**src/rtl/arb_pkg.sv**
```systemverilog
package arb_pkg;

  localparam logic [1:0] MODE_ROTATE = 2'b00;
  localparam logic [1:0] MODE_SINGLE = 2'b01;

  typedef enum logic [1:0] {
    ST_IDLE  = 2'b00,
    ST_GRANT = 2'b01,
    ST_HELD  = 2'b10
  } arb_state_e;

endpackage

```
**src/rtl/arb_sync.sv**
```systemverilog
module arb_sync #(
  parameter int W = 1
) (
  input  logic         clk,
  input  logic         rst_n,
  input  logic [W-1:0] din_n,
  output logic [W-1:0] act_q
);

  // Active-low lines are inverted and registered once.
  always_ff @(posedge clk or negedge rst_n) begin
    if (!rst_n) act_q <= '0;
    else        act_q <= ~din_n;
  end

endmodule

```
**src/rtl/arb_pick.sv**
```systemverilog
module arb_pick
  import arb_pkg::*;
#(
  parameter int NLVL = 4,
  parameter int LW   = 2
) (
  input  logic [NLVL-1:0] req,
  input  logic [1:0]      mode,
  input  logic [LW-1:0]   last,
  output logic            valid,
  output logic [LW-1:0]   lvl
);

  always_comb begin
    valid = 1'b0;
    lvl   = '0;
    case (mode)
      MODE_SINGLE: begin
        if (req[NLVL-1]) begin
          valid = 1'b1;
          lvl   = LW'(NLVL-1);
        end
      end
      MODE_ROTATE: begin
        // Search downward from just below the last served level.
        for (int k = 1; k <= NLVL; k++) begin
          int idx;
          idx = (int'(last) + NLVL - k) % NLVL;
          if (!valid && req[idx]) begin
            valid = 1'b1;
            lvl   = LW'(idx);
          end
        end
      end
      default: begin
        for (int k = NLVL-1; k >= 0; k--) begin
          if (!valid && req[k]) begin
            valid = 1'b1;
            lvl   = LW'(k);
          end
        end
      end
    endcase
  end

endmodule

```
**src/rtl/arb_timer.sv**
```systemverilog
module arb_timer #(
  parameter int CYC_PER_US = 100,
  parameter int SHORT_US   = 16,
  parameter int LONG_US    = 256
) (
  input  logic clk,
  input  logic rst_n,
  input  logic run,
  input  logic long_sel,
  output logic expire
);

  localparam int SHORT_CYC = SHORT_US * CYC_PER_US;
  localparam int LONG_CYC  = LONG_US * CYC_PER_US;
  localparam int CW        = $clog2(LONG_CYC + 1);
  localparam logic [CW-1:0] SHORT_END = CW'(SHORT_CYC - 1);
  localparam logic [CW-1:0] LONG_END  = CW'(LONG_CYC - 1);

  logic [CW-1:0] cnt_q, cnt_d;
  logic [CW-1:0] end_val;

  assign end_val = long_sel ? LONG_END : SHORT_END;

  always_comb begin
    cnt_d  = run ? cnt_q + 1'b1 : '0;
    expire = run && (cnt_q >= end_val);
  end

  always_ff @(posedge clk or negedge rst_n) begin
    if (!rst_n) cnt_q <= '0;
    else        cnt_q <= cnt_d;
  end

endmodule

```
**src/rtl/arb_bus_ctrl.sv**
```systemverilog
module arb_bus_ctrl
  import arb_pkg::*;
#(
  parameter int NLVL       = 4,
  parameter int CYC_PER_US = 100
) (
  input  logic            clk,
  input  logic            rst_n,
  input  logic [NLVL-1:0] req_n,
  input  logic            bbsy_n,
  input  logic [1:0]      mode,
  input  logic            tmo_long,
  input  logic            tmo_clr,
  output logic [NLVL-1:0] grant_n,
  output logic            tmo_flag
);

  localparam int LW = (NLVL > 1) ? $clog2(NLVL) : 1;

  logic [NLVL-1:0] req_s;
  logic            bbsy_s;
  logic            pick_valid;
  logic [LW-1:0]   pick_lvl;
  logic            expire;

  arb_state_e      state_q, state_d;
  logic [NLVL-1:0] gnt_q, gnt_d;
  logic [LW-1:0]   lvl_q, lvl_d;
  logic [LW-1:0]   last_q, last_d;
  logic            flag_q, flag_d;
  logic            gnt_en, last_en, flag_set;

  arb_sync #(.W(NLVL)) u_req_sync (
    .clk   (clk),
    .rst_n (rst_n),
    .din_n (req_n),
    .act_q (req_s)
  );

  arb_sync #(.W(1)) u_bsy_sync (
    .clk   (clk),
    .rst_n (rst_n),
    .din_n (bbsy_n),
    .act_q (bbsy_s)
  );

  arb_pick #(.NLVL(NLVL), .LW(LW)) u_pick (
    .req   (req_s),
    .mode  (mode),
    .last  (last_q),
    .valid (pick_valid),
    .lvl   (pick_lvl)
  );

  arb_timer #(.CYC_PER_US(CYC_PER_US)) u_timer (
    .clk      (clk),
    .rst_n    (rst_n),
    .run      (state_q == ST_GRANT),
    .long_sel (tmo_long),
    .expire   (expire)
  );

  always_comb begin
    state_d  = state_q;
    gnt_d    = gnt_q;
    lvl_d    = lvl_q;
    last_d   = last_q;
    gnt_en   = 1'b0;
    last_en  = 1'b0;
    flag_set = 1'b0;
    case (state_q)
      ST_IDLE: begin
        if (!bbsy_s && pick_valid) begin
          state_d         = ST_GRANT;
          gnt_en          = 1'b1;
          gnt_d           = '0;
          gnt_d[pick_lvl] = 1'b1;
          lvl_d           = pick_lvl;
        end
      end
      ST_GRANT: begin
        if (bbsy_s) begin
          state_d = ST_HELD;
          gnt_en  = 1'b1;
          gnt_d   = '0;
          last_en = 1'b1;
          last_d  = lvl_q;
        end else if (expire) begin
          state_d  = ST_IDLE;
          gnt_en   = 1'b1;
          gnt_d    = '0;
          last_en  = 1'b1;
          last_d   = lvl_q;
          flag_set = 1'b1;
        end
      end
      ST_HELD: begin
        if (!bbsy_s) state_d = ST_IDLE;
      end
      default: state_d = ST_IDLE;
    endcase
    flag_d = flag_set ? 1'b1 : (tmo_clr ? 1'b0 : flag_q);
  end

  always_ff @(posedge clk or negedge rst_n) begin
    if (!rst_n) begin
      state_q <= ST_IDLE;
      gnt_q   <= '0;
      lvl_q   <= '0;
      last_q  <= '0;
      flag_q  <= 1'b0;
    end else begin
      state_q <= state_d;
      flag_q  <= flag_d;
      if (gnt_en) begin
        gnt_q <= gnt_d;
        lvl_q <= lvl_d;
      end
      if (last_en) last_q <= last_d;
    end
  end

  assign grant_n  = ~gnt_q;
  assign tmo_flag = flag_q;

endmodule

```
**config.mk**
```make
export PLATFORM = sky130hd
export DESIGN_NAME = arb_bus_ctrl
export DESIGN_NICKNAME = d
export VERILOG_FILES = /design/src/rtl/arb_pkg.sv /design/src/rtl/arb_sync.sv /design/src/rtl/arb_pick.sv /design/src/rtl/arb_timer.sv /design/src/rtl/arb_bus_ctrl.sv
export SDC_FILE = /design/constraint.sdc
export NUM_CORES = 1
export LEC_CHECK = 0
export ABC_AREA = 1
export BUFFER_PORTS_ARGS = -buffer_cell sky130_fd_sc_hd__buf_4
export CAP_MARGIN = 20
export CELL_PAD_IN_SITES_DETAIL_PLACEMENT = 0
export CELL_PAD_IN_SITES_GLOBAL_PLACEMENT = 1
export CORE_MARGIN = 5
export CORE_UTILIZATION = 41
export CTS_CLUSTER_DIAMETER = 40
export DETAILED_ROUTE_END_ITERATION = 8
export HOLD_SLACK_MARGIN = 0.03
export PLACE_DENSITY_LB_ADDON = 0.15
export SLEW_MARGIN = 20
export SYNTH_ARGS = -nofsm -noshare
export SYNTH_HDL_FRONTEND = slang
export SYNTH_SLANG_ARGS = --single-unit
export TNS_END_PERCENT = 1
```
**constraint.sdc**
```tcl
create_clock -name clk -period 1.8 [get_ports clk]
set_input_delay 0.09 -clock clk [delete_from_list [all_inputs] [get_ports clk]]
set_output_delay 0.09 -clock clk [all_outputs]
set_load 0.02 [all_outputs]
```
# ---- Word level (Yosys, flattened, before mapping)
# Index checks and enable logic that the tools add are counted.
# W data, S select, Z words.
dict set report word_totals {
  reg_bits 31
  inputBits 11
  output_inout_bits 5
  elab_cells 124
}
dict set report op_classes {
  add_sub_neg 6
  order_cmp 7
  n_eq_ne 6
  muxes 60
  bitwise 7
  reduce_logical 30
}
# operator count
set ops {}
lappend ops {{$sub A32 B3 Y32 const B} 2}
lappend ops {{$sub A32 B4 Y32 const B} 1}
lappend ops {{$mux W1} 31}
lappend ops {{$mux W15} 2}
lappend ops {{$mux W2} 14}
lappend ops {{$lt A3 B4 Y1 const B} 4}
lappend ops {{$add A15 B1 Y15 const B} 1}
lappend ops {{$ge A15 B15 Y1} 1}
lappend ops {{$mux W4} 3}
lappend ops {{$reduce_or A2 Y1} 5}
lappend ops {{$logic_and A1 B1 Y1} 9}
lappend ops {{$reduce_and A3 Y1} 3}
lappend ops {{$bmux W1 S2} 4}
lappend ops {{$not A4 Y4} 2}
lappend ops {{$pmux W4 S2} 1}
lappend ops {{$logic_not A1 Y1} 7}
lappend ops {{$pmux W2 S3} 1}
lappend ops {{$reduce_bool A2 Y1} 3}
lappend ops {{$sub A4 B1 Y5 const B} 1}
lappend ops {{$add A2 B3 Y4 const B} 1}
lappend ops {{$and A1 B1 Y1} 4}
lappend ops {{$eq A2 B1 Y1 const B} 2}
lappend ops {{$logic_not A2 Y1} 2}
lappend ops {{$ne A2 B2 Y1 const B} 2}
lappend ops {{9 further kinds} 10}

# ---- Logic depth before layout (Yosys ltp)
# Gate-level depths: netlist of the first run.
dict set report depth {
  depth_word 27
  mapped_depth 14
  mapped_depth_nobuf 13
}

# ---- Cells and area by module
# A second synthesis of the first run with hierarchy kept.
dict set report hier_totals {
  cells_unflattened 299
  area_unflattened_um2 2040.7
}
# mod instances cells_per_inst area_per_inst_um2
set by_module_without_submodules {}
lappend by_module_without_submodules {arb_timer 1 144 1004.7}
lappend by_module_without_submodules {arb_bus_ctrl 1 64 514.2}
lappend by_module_without_submodules {arb_pick 1 81 377.9}
lappend by_module_without_submodules {{arb_sync at u_req_sync} 1 8 115.1}
lappend by_module_without_submodules {{arb_sync at u_bsy_sync} 1 2 28.8}

# ---- Least setup slack after synthesis of the first run
# Ideal clock, no wire load.
dict set report synth_path {
  path_kind {register -> register}
  startpoint {reg u_timer.cnt_q[10]}
  endpoint {reg gnt_q[0]}
  arrival_ns 1.461
  required_time_ns 1.676
  path_slack_ns 0.215
  stages_incl_launch_ff 12
  path_cell_list {dfrtp_1 -> ha_1 -> inv_1 -> nor2_1 -> nand2_1 -> nor2_1 -> nand2_1 -> nand4_1 -> nand2_1 -> nand3_4 -> nor2_1 -> o21bai_1}
}
dict set report synth_via {
  elab_chain_cells 6
}
# item line_no
set synth_rtl {}
lappend synth_rtl {{from (decl)} arb_timer.sv:19} ;# logic [CW-1:0] cnt_q, cnt_d;
lappend synth_rtl {{from (signal assigned)} arb_timer.sv:31} ;# else cnt_q <= cnt_d;
lappend synth_rtl {{$ge A15 B15 Y1 *} arb_timer.sv:26} ;# expire = run && (cnt_q >= end_val);
lappend synth_rtl {{$logic_and A1 B1 Y1 *} arb_timer.sv:26}
lappend synth_rtl {{$mux W1} arb_bus_ctrl.sv:88} ;# end else if (expire) begin
lappend synth_rtl {{$mux W1} arb_bus_ctrl.sv:82} ;# if (bbsy_s) begin
lappend synth_rtl {{$pmux W1 S2} arb_bus_ctrl.sv:71} ;# case (state_q)
lappend synth_rtl {{$reduce_and A4 Y1 (no line) *} n/a}
lappend synth_rtl {{to (signal assigned)} arb_bus_ctrl.sv:116} ;# gnt_q <= gnt_d;
lappend synth_rtl {{to (decl)} arb_bus_ctrl.sv:27} ;# logic [NLVL-1:0] gnt_q, gnt_d;
# Mark *: on every way between the ends. The rest lies on a longest branch, timed or not.
# A chain may end at the register's enable or synchronous reset.

# ---- Final worst setup path of the first run
dict set report layout_path {
  startpoint {reg u_timer.cnt_q[8]}
  endpoint {reg gnt_q[0]}
}
# The elaborated chain is that of the path after synthesis.

==> results.txt, run 1 <==
status -> completed
CP Buf/Inv Count -> 1
H-tree depth -> 2
routed vias -> 1618
Mapped Cells -> 259
CTS Buf Count -> 5
most used cell, CP -> nand2_1
cell type with the largest total area after synthesis -> dfrtp_1
GPL Wtd Cong -> 0.7633
Sw Ratio -> 38.83%
main area contributors after synthesis -> dfrtp_1 41%, nand2_1 15%, inv_1 9.1%
NetSw -> 1049 uW
Clock Tree Buf Depth -> 2
layout cells sized above 1 -> 19.18%
cell with the most instances after synthesis -> nand2_1
Die Width -> 77.93 um
CTS tree -> yes
kind of end point of the critical path -> flop
Post-synth top flop -> dfrtp_1
final worst path period need -> 1651 ps
Starting Density -> 42.86%
IO Count -> 16
post-synth top area share -> 41.01%
full die area -> 0.006072 mm^2
worst-path fanout max -> 6
crit path DAT -> 1830 ps
post-synthesis sequential area ratio -> 41.01%
DR top layer -> met4
n_diodes -> 0
Die Y -> 77.93 um
Routed WL -> 3921 um
Post-synth top cells -> 75 x nand2_1, 46 x inv_1, 31 x dfrtp_1, 22 x nor2_1, 13 x a21oi_1
Setup CP Type -> flop to flop
CTS Sinks -> 31
total congestion overflow -> 0
Seq. cell area -> 778.2 um^2
Synthesis Warnings -> 0
skew final -> 6.498 ps
Post-Syn Nets -> 277
drt first pass iters -> 4
hold_ws -> 244.4 ps
Post-Syn Area -> 0.001892 mm^2
Post-DRT Antenna Nets -> 0
core area -> 0.004414 mm^2
Fmax -> 605.7 MHz
max incr delay on CP -> 450 ps
antenna violations before repair -> 0
largest net degree at the start of global routing -> 32
Clock Power Share -> 25.2%
Max IR drop VDD -> 0.6876 mV
first-pass GRT wire length -> 6948 um
Tightest Pin Transition -> 427.3 ps
crit path cell chain -> ha_4 -> nand2_1 -> inv_1 -> nand2_1 -> nor2_1 -> nand2_1 -> nand4_1 -> nand2_2 -> nand3_4 -> nor2_1 -> o21bai_1
final hold vios -> 0
Pwr Total -> 2700 uW
via count of the first global-routing pass -> 1560
Rel. slew slack -> 71.21%
routed length on met3 -> 123 um
clock root cell -> clkbuf_8
nets@finish -> 309
final setup violation count -> 0
post-synthesis cell type count -> 29
Final Max Tran Viols -> 0
DRT iter0 DRCs -> 66
delay-heaviest family, CP -> simple AND/OR/NAND/NOR gates
Clock transition at path regs -> 70 ps
startpoint types -> flop
count of buffers from port buffering -> 15
#FFs+latches synth -> 31
Layout area overhead -> 22.69%
fin crit share -> 91.73%
vias per cell -> 4.703
RSZ-0062 raised after global routing -> true
Worst-Skew Late Latency -> 280 ps
DRC errors left -> 0
met2 WL -> 1692 um
area occupied by multi-input gates -> 955.9 um^2
FP Rows -> 24
total track usage -> 14.00%
internal power -> 1652 uW
Mapped Avg Cell Area -> 7.304 um^2
number of synthesized flops with an enable pin -> 0
worst min-delay path class -> input pin to flop
Max-Cap Viols -> 0
post-detail-place hpwl -> 3019 um
sequential share of power -> 34.2%
P per Cell Area -> 1163 mW/mm^2
fillcell total -> 464
M1 wire length -> 2063 um
combinational share of power -> 40.7%
Leak Pwr -> 0.001206 uW
WL/cell -> 11.40 um
Worst Path Required -> 1970 ps
post-synthesis async set-or-reset flop share -> 100.0%
Slowest-stage cell, CP -> dfrtp_2
-- flip-flops by register name (all words and copies together) (netlist names) --
name and count:
last_q 2, gnt_q 4, lvl_q 2, u_req_sync.act_q 4
state_q 2, u_timer.cnt_q 15, tmo_flag 1, u_bsy_sync.act_q 1
-- worst paths after layout --
path	from	to	slack [ps]	cells after the start
worst max-delay path	u_timer.cnt_q[8]$_DFF_PN0_	gnt_q[0]$_DFFE_PN0P_	150	11
worst min-delay path	mode[1]	lvl_q[1]$_DFFE_PN0P_	240	6
worst max register to register	u_timer.cnt_q[8]$_DFF_PN0_	gnt_q[0]$_DFFE_PN0P_	150	11
worst min register to register	lvl_q[0]$_DFFE_PN0P_	last_q[0]$_DFFE_PN0P_	490	2
max in group asynchronous	rst_n	last_q[0]$_DFFE_PN0P_	1210	2
min in group asynchronous	rst_n	u_timer.cnt_q[5]$_DFF_PN0_	280	2
-- logic make-up (layout without fill, tap and decap cells) --
logic type | count (synthesis) | count (layout) | share of synthesized area [%]
AOI/OAI and AO/OA | 36 | 36 | 10.91
xor gates and xnor gates | 1 | 1 | 0.4630
DFF | 31 | 31 | 41.01
and+or+nand+nor | 133 | 133 | 32.14
buffers and inverters | 51 | 84 | 10.85
adders and majority gates | 7 | 7 | 4.629
-- metal layers --
layer | global-route usage (%) | vias up
met4 | 3.547 | 0
met5 | 0 | -
met2 | 20.62 | 16
met1 | 20.00 | 719
met3 | 4.282 | 6
li1 | - | 877
-- what timing repair did --
item / CTS / global route
resized for setup: 0 / 11
hold buffers: 7 / 0
setup buffers: 0 / 2
endpoints found under the setup margin: 0 / 8
endpoints found under the hold margin: 37 / 0
-- final cells by class --
class                   instances  area share (%)
repair buffers                 27           9.488
well taps                      52           2.803
flip-flops and latches         31           33.53
clock buffers                   5           2.965
clock inverters                 3           1.887
multi-input cells             177           41.19
inverters                      49           8.140
-- worst register-to-register path, delay by kind of cell, from the launching register on --
family	cells	cell delay [ps]
DFF	1	450
buffers and inverters	1	50
adders and majority gates	1	290
and+or+nand+nor	8	610
AOI/OAI and AO/OA	1	140
-- power by group through the flow --
stage | Clock (uW) | Sequential (uW) | Combinational, uW
finish | 679 | 922 | 1100
global route | 736 | 943 | 1250
CTS | 707 | 921 | 1090
detailed placement | 0 | 933 | 1070
global placement | 0 | 932 | 1070
floorplan | 0 | 889 | 858
-- metrics by stage --
step | instances | area [um^2] | utilization (%) | TNS, ps | setup slack, ps
2_1_floorplan | 259 | 1892 | - | 0 | 215.0
3_3_place_gp | 327 | 2076 | 47.02 | 0 | 64.83
3_5_place_dp | 327 | 2076 | 47.02 | 0 | 43.80
4_1_cts | 342 | 2258 | 51.16 | 0 | 42.72
5_1_grt | 344 | 2321 | 52.58 | -26.39 | -10.43
6_report | 344 | 2321 | 52.58 | 0 | 148.9
-- placed cells by master (no fill, tap or decap), drive strengths merged --
| cell | n |
|---|---|
| a31oi | 2 |
| a21oi | 13 |
| xnor2 | 1 |
| ha | 7 |
| dlygate4sd3 | 7 |
| o31ai | 1 |
| clkinv | 3 |
| nand2 | 80 |
| clkbuf | 5 |
| nor2 | 27 |
| nand3b | 1 |
| dfrtp | 31 |
| nand3 | 15 |
| o21ai | 11 |
| inv | 48 |
| o22ai | 1 |
| bufinv | 1 |
| or2 | 1 |
| nand4 | 4 |
| o21bai | 4 |
| o21a | 4 |
| nor3 | 5 |
| buf | 20 |
No activity file was read; power rests on OpenSTA's default activity.
==> run 2: changes to the inputs <==
--- a/config.mk
+++ b/config.mk
@@ -16,6 +16,7 @@
 export DETAILED_ROUTE_END_ITERATION = 8
 export HOLD_SLACK_MARGIN = 0.03
 export PLACE_DENSITY_LB_ADDON = 0.15
+export REMOVE_ABC_BUFFERS = 1
 export SLEW_MARGIN = 20
 export SYNTH_ARGS = -nofsm -noshare
 export SYNTH_HDL_FRONTEND = slang
==> constraint.sdc (replaced) <==
create_clock -name clk -period 1.7 [get_ports clk]
set_input_delay 0.085 -clock clk [delete_from_list [all_inputs] [get_ports clk]]
set_output_delay 0.085 -clock clk [all_outputs]
set_load 0.02 [all_outputs]
==> results.txt, run 2 (synthesized netlist as in run 1, its figures left out) <==
total track usage -> 14.52% (+0.52 points)
kind of end point of the critical path -> flop
CTS tree -> yes
most frequent cells in the layout -> 73 x nand2_1, 46 x inv_1, 31 x dfrtp_1
core area -> 0.004414 mm^2 (unchanged)
hold depth -> 6 (unchanged)
CTS Sinks -> 31 (unchanged)
CTS Buf Count -> 5 (unchanged)
startpoint types -> flop
status -> completed
Worst Path Required -> 1900 ps (-70 ps)
total congestion overflow -> 0 (unchanged)
final worst slack -> 50.52 ps (-98.38 ps)
hold_ws -> 260.8 ps (+16.48 ps)
post-detail-place hpwl -> 3124 um (+3.5%)
crit path DAT -> 1850 ps (+20 ps)
Min-Delay Endpoint -> lvl_q[1]$_DFFE_PN0P_
vias per cell -> 4.722 (+0.40%)
H-tree depth -> 2 (unchanged)
Worst-Skew Late Latency -> 270 ps (about the same)
max incr delay on CP -> 410 ps (-40 ps)
Pwr Total -> 2763 uW (+2.3%)
skew final -> 4.037 ps (-2.462 ps)
Clock transition at path regs -> 70 ps (about the same)
via count of the first global-routing pass -> 1677 (+7.5%)
DR top layer -> met4
Max IR drop VDD -> 0.7482 mV (+8.8%)
met2 WL -> 1873 um (+11%)
setup tns final -> 0 ps (unchanged)
Rel. slew slack -> 69.78% (-1.4 points)
Fmax -> 606.3 MHz (about the same)
Post-DRT Antenna Nets -> 0 (unchanged)
placed insts -> 338 (+3.4%)
final hold vios -> 0 (unchanged)
crit path launch -> u_timer.cnt_q[10]$_DFF_PN0_
n_diodes -> 0 (unchanged)
Largest register FFs -> 15 (unchanged)
Tightest Pin Transition -> 448.6 ps (+21.26 ps)
largest net degree at the start of global routing -> 32 (unchanged)
antenna violations before repair -> 0 (unchanged)
FP Rows -> 24 (unchanged)
Routed WL -> 4099 um (+4.5%)
GPL Wtd Cong -> 0.7785 (+2.0%)
worst min-delay path class -> input pin to flop
nets@finish -> 318 (+2.9%)
non-filler cells, final -> 353 (+2.6%)
Top reg by flops -> u_timer.cnt_q
r2r setup slk -> 50 ps (-100 ps)
Setup CP Type -> flop to flop
hold path startpoint -> mode[1]
Post-Place Setup Slack -> -18.46 ps (-62.26 ps)
Die Y -> 77.93 um (unchanged)
Slowest-stage cell, CP -> dfrtp_1
Leak Pwr -> 0.001234 uW (+2.4%)
DRC errors left -> 0 (unchanged)
first-pass GRT wire length -> 7327 um (+5.5%)
worst-path fanout max -> 6 (unchanged)
crit path cell chain -> ha_4 -> inv_1 -> nor2_1 -> nand2_1 -> nor2_1 -> nand2_1 -> nand4_1 -> nand2_2 -> nand3_4 -> nand3_2 -> o21bai_1
final setup violation count -> 0 (unchanged)
drt first pass iters -> 5 (+1)
P per Cell Area -> 1163 mW/mm^2 (about the same)
most common cell after layout, fill and taps aside -> nand2_1
IO Count -> 16 (unchanged)
count of buffers from port buffering -> 15 (unchanged)
layout cells sized above 1 -> 21.59% (+2.4 points)
routed vias -> 1667 (+3.0%)
r2r startpoint -> u_timer.cnt_q[10]$_DFF_PN0_
fin crit share -> 97.03% (+5.3 points)
Starting Density -> 42.86% (unchanged)
Crit Reg-Reg Endpoint -> gnt_q[0]$_DFFE_PN0P_
Setup Buffers After CTS -> 0 (unchanged)
worst reg2reg path depth -> 11 (unchanged)
Clock Tree Buf Depth -> 2 (unchanged)
WL/cell -> 11.61 um (+1.9%)
Layout area overhead -> 25.60%
clock root cell -> clkbuf_8
routed length on met3 -> 100 um (-19%)
M1 wire length -> 2100 um (+1.8%)
Final Max Tran Viols -> 0 (unchanged)
DRT iter0 DRCs -> 73 (+11%)
final worst path period need -> 1649 ps (-1.617 ps)
full die area -> 0.006072 mm^2 (unchanged)
Max-Cap Viols -> 0 (unchanged)
Die Width -> 77.93 um (unchanged)
registers with the most flip-flops -> u_timer.cnt_q x15, gnt_q x4, u_req_sync.act_q x4
RSZ-0062 raised after global routing -> true
-- run 2: power breakdown --
group / total [uW] / switching (uW) / leakage, uW / internal [uW]
Combinational: 1260 / 772 / 0.000781 / 492
Sequential: 948 / 79.0 / 0.000406 / 869
Clock: 550 / 270 / 0.0000477 / 280
Total: 2760 / 1120 / 0.00123 / 1640
-- run 2: final cells by class --
cell class | instances | area [um^2]
Clock inverter | 3 | 15.01
Tap cell | 52 | 65.06
Inverter | 49 | 188.9
Multi-Input combinational cell | 177 | 962.2
Fill cell | 438 | 2038
Sequential cell | 31 | 775.7
Clock buffer | 5 | 68.82
Timing Repair Buffer | 36 | 300.3
-- run 2: worst max path at each step --
stage               cells after the start  slack (ps)                   end
floorplan                              11         110  gnt_q[0]$_DFFE_PN0P_
CTS                                    11           6  gnt_q[0]$_DFFE_PN0P_
global placement                       11          -5  gnt_q[1]$_DFFE_PN0P_
finish                                 11          50  gnt_q[0]$_DFFE_PN0P_
global route                           11        -160  gnt_q[1]$_DFFE_PN0P_
detailed placement                      8         -20  gnt_q[2]$_DFFE_PN0P_
-- run 2: repair_timing --
item | 4_1_cts | 5_1_grt
pin swaps | 1 | 3
endpoints found under the hold margin | 37 | 0
setup endpoints to repair | 4 | 10
gates resized for setup | 2 | 9
hold buffers | 7 | 0
-- run 2: metrics by stage --
step	utilization [%]	area, um^2
finish	53.83	2376
global placement	49.18	2171
detailed placement	49.18	2171
CTS	53.00	2340
global route	53.83	2376
floorplan	-	1876
-- run 2: worst max-delay path, delay by kind of cell, from the launching register on --
family          cells  cell delay, ps
fa+ha+maj           1             290
simple gates        8             700
flops               1             410
compound gates      1             140
buf+inv             1              30
-- run 2: layer usage --
metal / up-vias / GRT usage [%]
met5: - / 0
met4: 0 / 4.054
met3: 2 / 2.894
met2: 18 / 23.21
met1: 751 / 19.99
li1: 896 / -
==> run 3: changes to the inputs <==
--- a/config.mk
+++ b/config.mk
@@ -5,7 +5,6 @@
 export SDC_FILE = /design/constraint.sdc
 export NUM_CORES = 1
 export LEC_CHECK = 0
-export ABC_AREA = 1
 export BUFFER_PORTS_ARGS = -buffer_cell sky130_fd_sc_hd__buf_4
 export CAP_MARGIN = 20
 export CELL_PAD_IN_SITES_DETAIL_PLACEMENT = 0
==> results.txt, run 3 <==
status -> finished, violations left
failing checks -> setup timing
post-synthesis cell type count -> 46 (+59%)
post-synthesis async set-or-reset flop share -> 100.0% (unchanged)
CTS Sinks -> 31 (unchanged)
Top reg by flops -> u_timer.cnt_q
Sw Ratio -> 30.26% (-10 points)
layout cells sized above 1 -> 31.53% (+9.9 points)
WL/cell -> 13.32 um (+15%)
main area contributors after synthesis -> dfrtp_1 47%, ha_1 5.3%, nor2_1 5.0%
Slowest-stage cell, CP -> dfrtp_1
Fmax -> 489.3 MHz (-19%)
worst reg2reg path depth -> 6 (-5)
crit path DAT -> 2210 ps (+360 ps)
full die area -> 0.005377 mm^2 (-11%)
post-synthesis sequential area ratio -> 47.18% (+6.2 points)
hold path startpoint -> mode[1]
Worst-Skew Late Latency -> 280 ps (about the same)
most frequent cells in the layout -> 49 x buf_4, 31 x dfrtp_1, 21 x nor2_1
delay-heaviest family, CP -> compound AO/OA/AOI/OAI gates
Setup CP Type -> flop to flop
final hold vios -> 0 (unchanged)
Routed WL -> 3622 um (-12%)
number of synthesized flops with an enable pin -> 0 (unchanged)
Pwr Total -> 2348 uW (-15%)
count of buffers from port buffering -> 15 (unchanged)
CP Buf/Inv Count -> 0 (-1)
Max IR drop VDD -> 0.8911 mV (+19%)
Clock Power Share -> 26.9% (+7.0 points)
Mapped Cells -> 162 (-37%)
via count of the first global-routing pass -> 1423 (-15%)
worst-path fanout max -> 2 (-4)
final worst slack -> -343.6 ps (-394.1 ps)
r2r startpoint -> u_timer.cnt_q[8]$_DFF_PN0_
hold depth -> 4 (-2)
final setup violation count -> 9 (+9)
drt first pass iters -> 4 (-1)
GPL Wtd Cong -> 0.8058 (+3.5%)
Clock Tree Buf Depth -> 2 (unchanged)
Post-DRT Antenna Nets -> 0 (unchanged)
DRC errors left -> 0 (unchanged)
Layout area overhead -> 37.29%
Die Y -> 73.33 um (-5.9%)
first-pass GRT wire length -> 6410 um (-13%)
sequential share of power -> 40.0% (+5.7 points)
Largest register FFs -> 15 (unchanged)
Post-synth top cells -> 31 x dfrtp_1, 22 x nor2_1, 14 x inv_1, 9 x nand2_1, 9 x xor2_1
CTS tree -> yes
post-synth top area share -> 47.18% (+6.2 points)
CTS Buf Count -> 5 (unchanged)
fin crit share -> 120.2% (+23 points)
most common cell after layout, fill and taps aside -> buf_4
routed vias -> 1380 (-17%)
r2r setup slk -> -340 ps (-390 ps)
#FFs+latches synth -> 31 (unchanged)
max incr delay on CP -> 410 ps (about the same)
Rel. slew slack -> 63.61% (-6.2 points)
total track usage -> 15.54% (+1.0 points)
DRT iter0 DRCs -> 51 (-30%)
kind of end point of the critical path -> flop
Mapped Avg Cell Area -> 10.15 um^2 (+39%)
FP Rows -> 23 (-4.2%)
startpoint types -> flop
Die Width -> 73.33 um (-5.9%)
core area -> 0.003943 mm^2 (-11%)
Synthesis Warnings -> 0 (unchanged)
IO Count -> 16 (unchanged)
H-tree depth -> 2 (unchanged)
largest net degree at the start of global routing -> 32 (unchanged)
internal power -> 1637 uW (-0.25%)
NetSw -> 710.5 uW (-37%)
clock root cell -> clkbuf_8
setup tns final -> -1944 ps (-1944 ps)
n_diodes -> 0 (unchanged)
P per Cell Area -> 1040 mW/mm^2 (-11%)
skew final -> 3.237 ps (-0.7997 ps)
Min-Delay Endpoint -> gnt_q[3]$_DFFE_PN0P_
Crit Reg-Reg Endpoint -> last_q[1]$_DFFE_PN0P_
Leak Pwr -> 0.001076 uW (-13%)
Tightest Pin Transition -> 545.8 ps (+97.26 ps)
combinational share of power -> 33.1% (-13 points)
vias per cell -> 5.074 (+7.4%)
Clock transition at path regs -> 60 ps (about the same)
Starting Density -> 41.70% (-1.2 points)
total congestion overflow -> 0 (unchanged)
final worst path period need -> 2044 ps (+394.1 ps)
crit path cell chain -> ha_4 -> a21o_1 -> a311o_1 -> a32o_2 -> o31a_1 -> mux2_4
post-detail-place hpwl -> 2713 um (-13%)
Worst Path Required -> 1870 ps (-30 ps)
RSZ-0062 raised after global routing -> true
registers with the most flip-flops -> u_timer.cnt_q x15, gnt_q x4, u_req_sync.act_q x4
hold_ws -> 196.4 ps (-64.45 ps)
Max-Cap Viols -> 0 (unchanged)
cell type with the largest total area after synthesis -> dfrtp_1
nets@finish -> 239 (-25%)
Final Max Tran Viols -> 0 (unchanged)
worst min-delay path class -> input pin to flop
cell with the most instances after synthesis -> dfrtp_1
antenna violations before repair -> 0 (unchanged)
Post-synth top flop -> dfrtp_1
Post-Syn Area -> 0.001644 mm^2 (-13%)
-- run 3: cell count changes after synthesis, sizes merged, moves of 5 or more --
| cell | delta |
|---|---|
| inv | -34 |
| nand2 | -71 |
| o21ai | -8 |
| nand3 | -10 |
| a21oi | -10 |
| xor2 | +9 |
| nor2 | -5 |
-- run 3: cell type report --
type,count,area [um^2]
timing repair buffer,56,437.9
multi-input combinational,113,828.3
tap,50,62.56
fill,349,1685
inverter,14,52.55
sequential,31,775.7
clock buffer,8,100.1
-- run 3: worst max path at each step --
stage | from | end | slack (ps) | depth (start not counted)
global route | u_timer.cnt_q[8]$_DFF_PN0_ | last_q[1]$_DFFE_PN0P_ | -370 | 6
detailed placement | u_timer.cnt_q[8]$_DFF_PN0_ | last_q[1]$_DFFE_PN0P_ | -460 | 6
CTS | u_timer.cnt_q[8]$_DFF_PN0_ | last_q[1]$_DFFE_PN0P_ | -330 | 6
finish | u_timer.cnt_q[8]$_DFF_PN0_ | last_q[1]$_DFFE_PN0P_ | -340 | 6
floorplan | u_timer.cnt_q[8]$_DFF_PN0_ | last_q[0]$_DFFE_PN0P_ | -400 | 6
global placement | u_timer.cnt_q[8]$_DFF_PN0_ | last_q[1]$_DFFE_PN0P_ | -380 | 6
-- run 3: kinds of logic (layout without fill, tap and decap cells) --
logic type | after synthesis | after routing | share of synthesized area [%]
AOI/OAI and AO/OA | 30 | 30 | 14.61
and+or+nand+nor | 59 | 59 | 18.42
adders and majority gates | 7 | 7 | 5.327
DFF | 31 | 31 | 47.18
buffers and inverters | 18 | 78 | 4.566
xor gates and xnor gates | 13 | 13 | 6.925
muxes | 4 | 4 | 2.968
-- run 3: through the flow --
stage | cells | util (%) | worst slack [ps] | area (um^2)
finish | 272 | 57.25 | -343.6 | 2257
global route | 272 | 57.25 | -374.5 | 2257
global placement | 256 | 51.86 | -379.4 | 2044
floorplan | 158 | - | -397.8 | 1622
CTS | 271 | 57.06 | -332.4 | 2250
detailed placement | 256 | 51.86 | -456.7 | 2044
-- run 3: worst reg2reg max path: stages (launching register included) --
cell and delay, ps:
dfrtp_1 410, ha_4 230, a21o_1 160, a311o_1 310, a32o_2 230, o31a_1 280, mux2_4 310
-- run 3: power groups by stage --
stage | Combinational, uW | Clock [uW] | Sequential, uW
after global routing | 857 | 686 | 953
after floorplan | 366 | 0 | 972
after global placement | 704 | 0 | 947
final | 777 | 630 | 940
after detailed placement | 734 | 0 | 953
after CTS | 787 | 652 | 941
-- run 3: metal layers --
layer | GRT usage, % | routed length [um] | share of wire [%]
met3 | 4.241 | 122 | 3.4
met1 | 20.54 | 1717 | 47
met2 | 24.63 | 1744 | 48
met5 | 0 | 0 | 0
met4 | 5.231 | 38 | 1.0
-- run 3: timing repair --
item | in CTS | in global routing
buffers inserted | 0 | 1
setup endpoints to repair | 9 | 10
hold buffers | 7 | 0
gates cloned | 0 | 0
resized for setup | 7 | 0
pin swaps | 4 | 0
endpoints found under the hold margin | 37 | 0
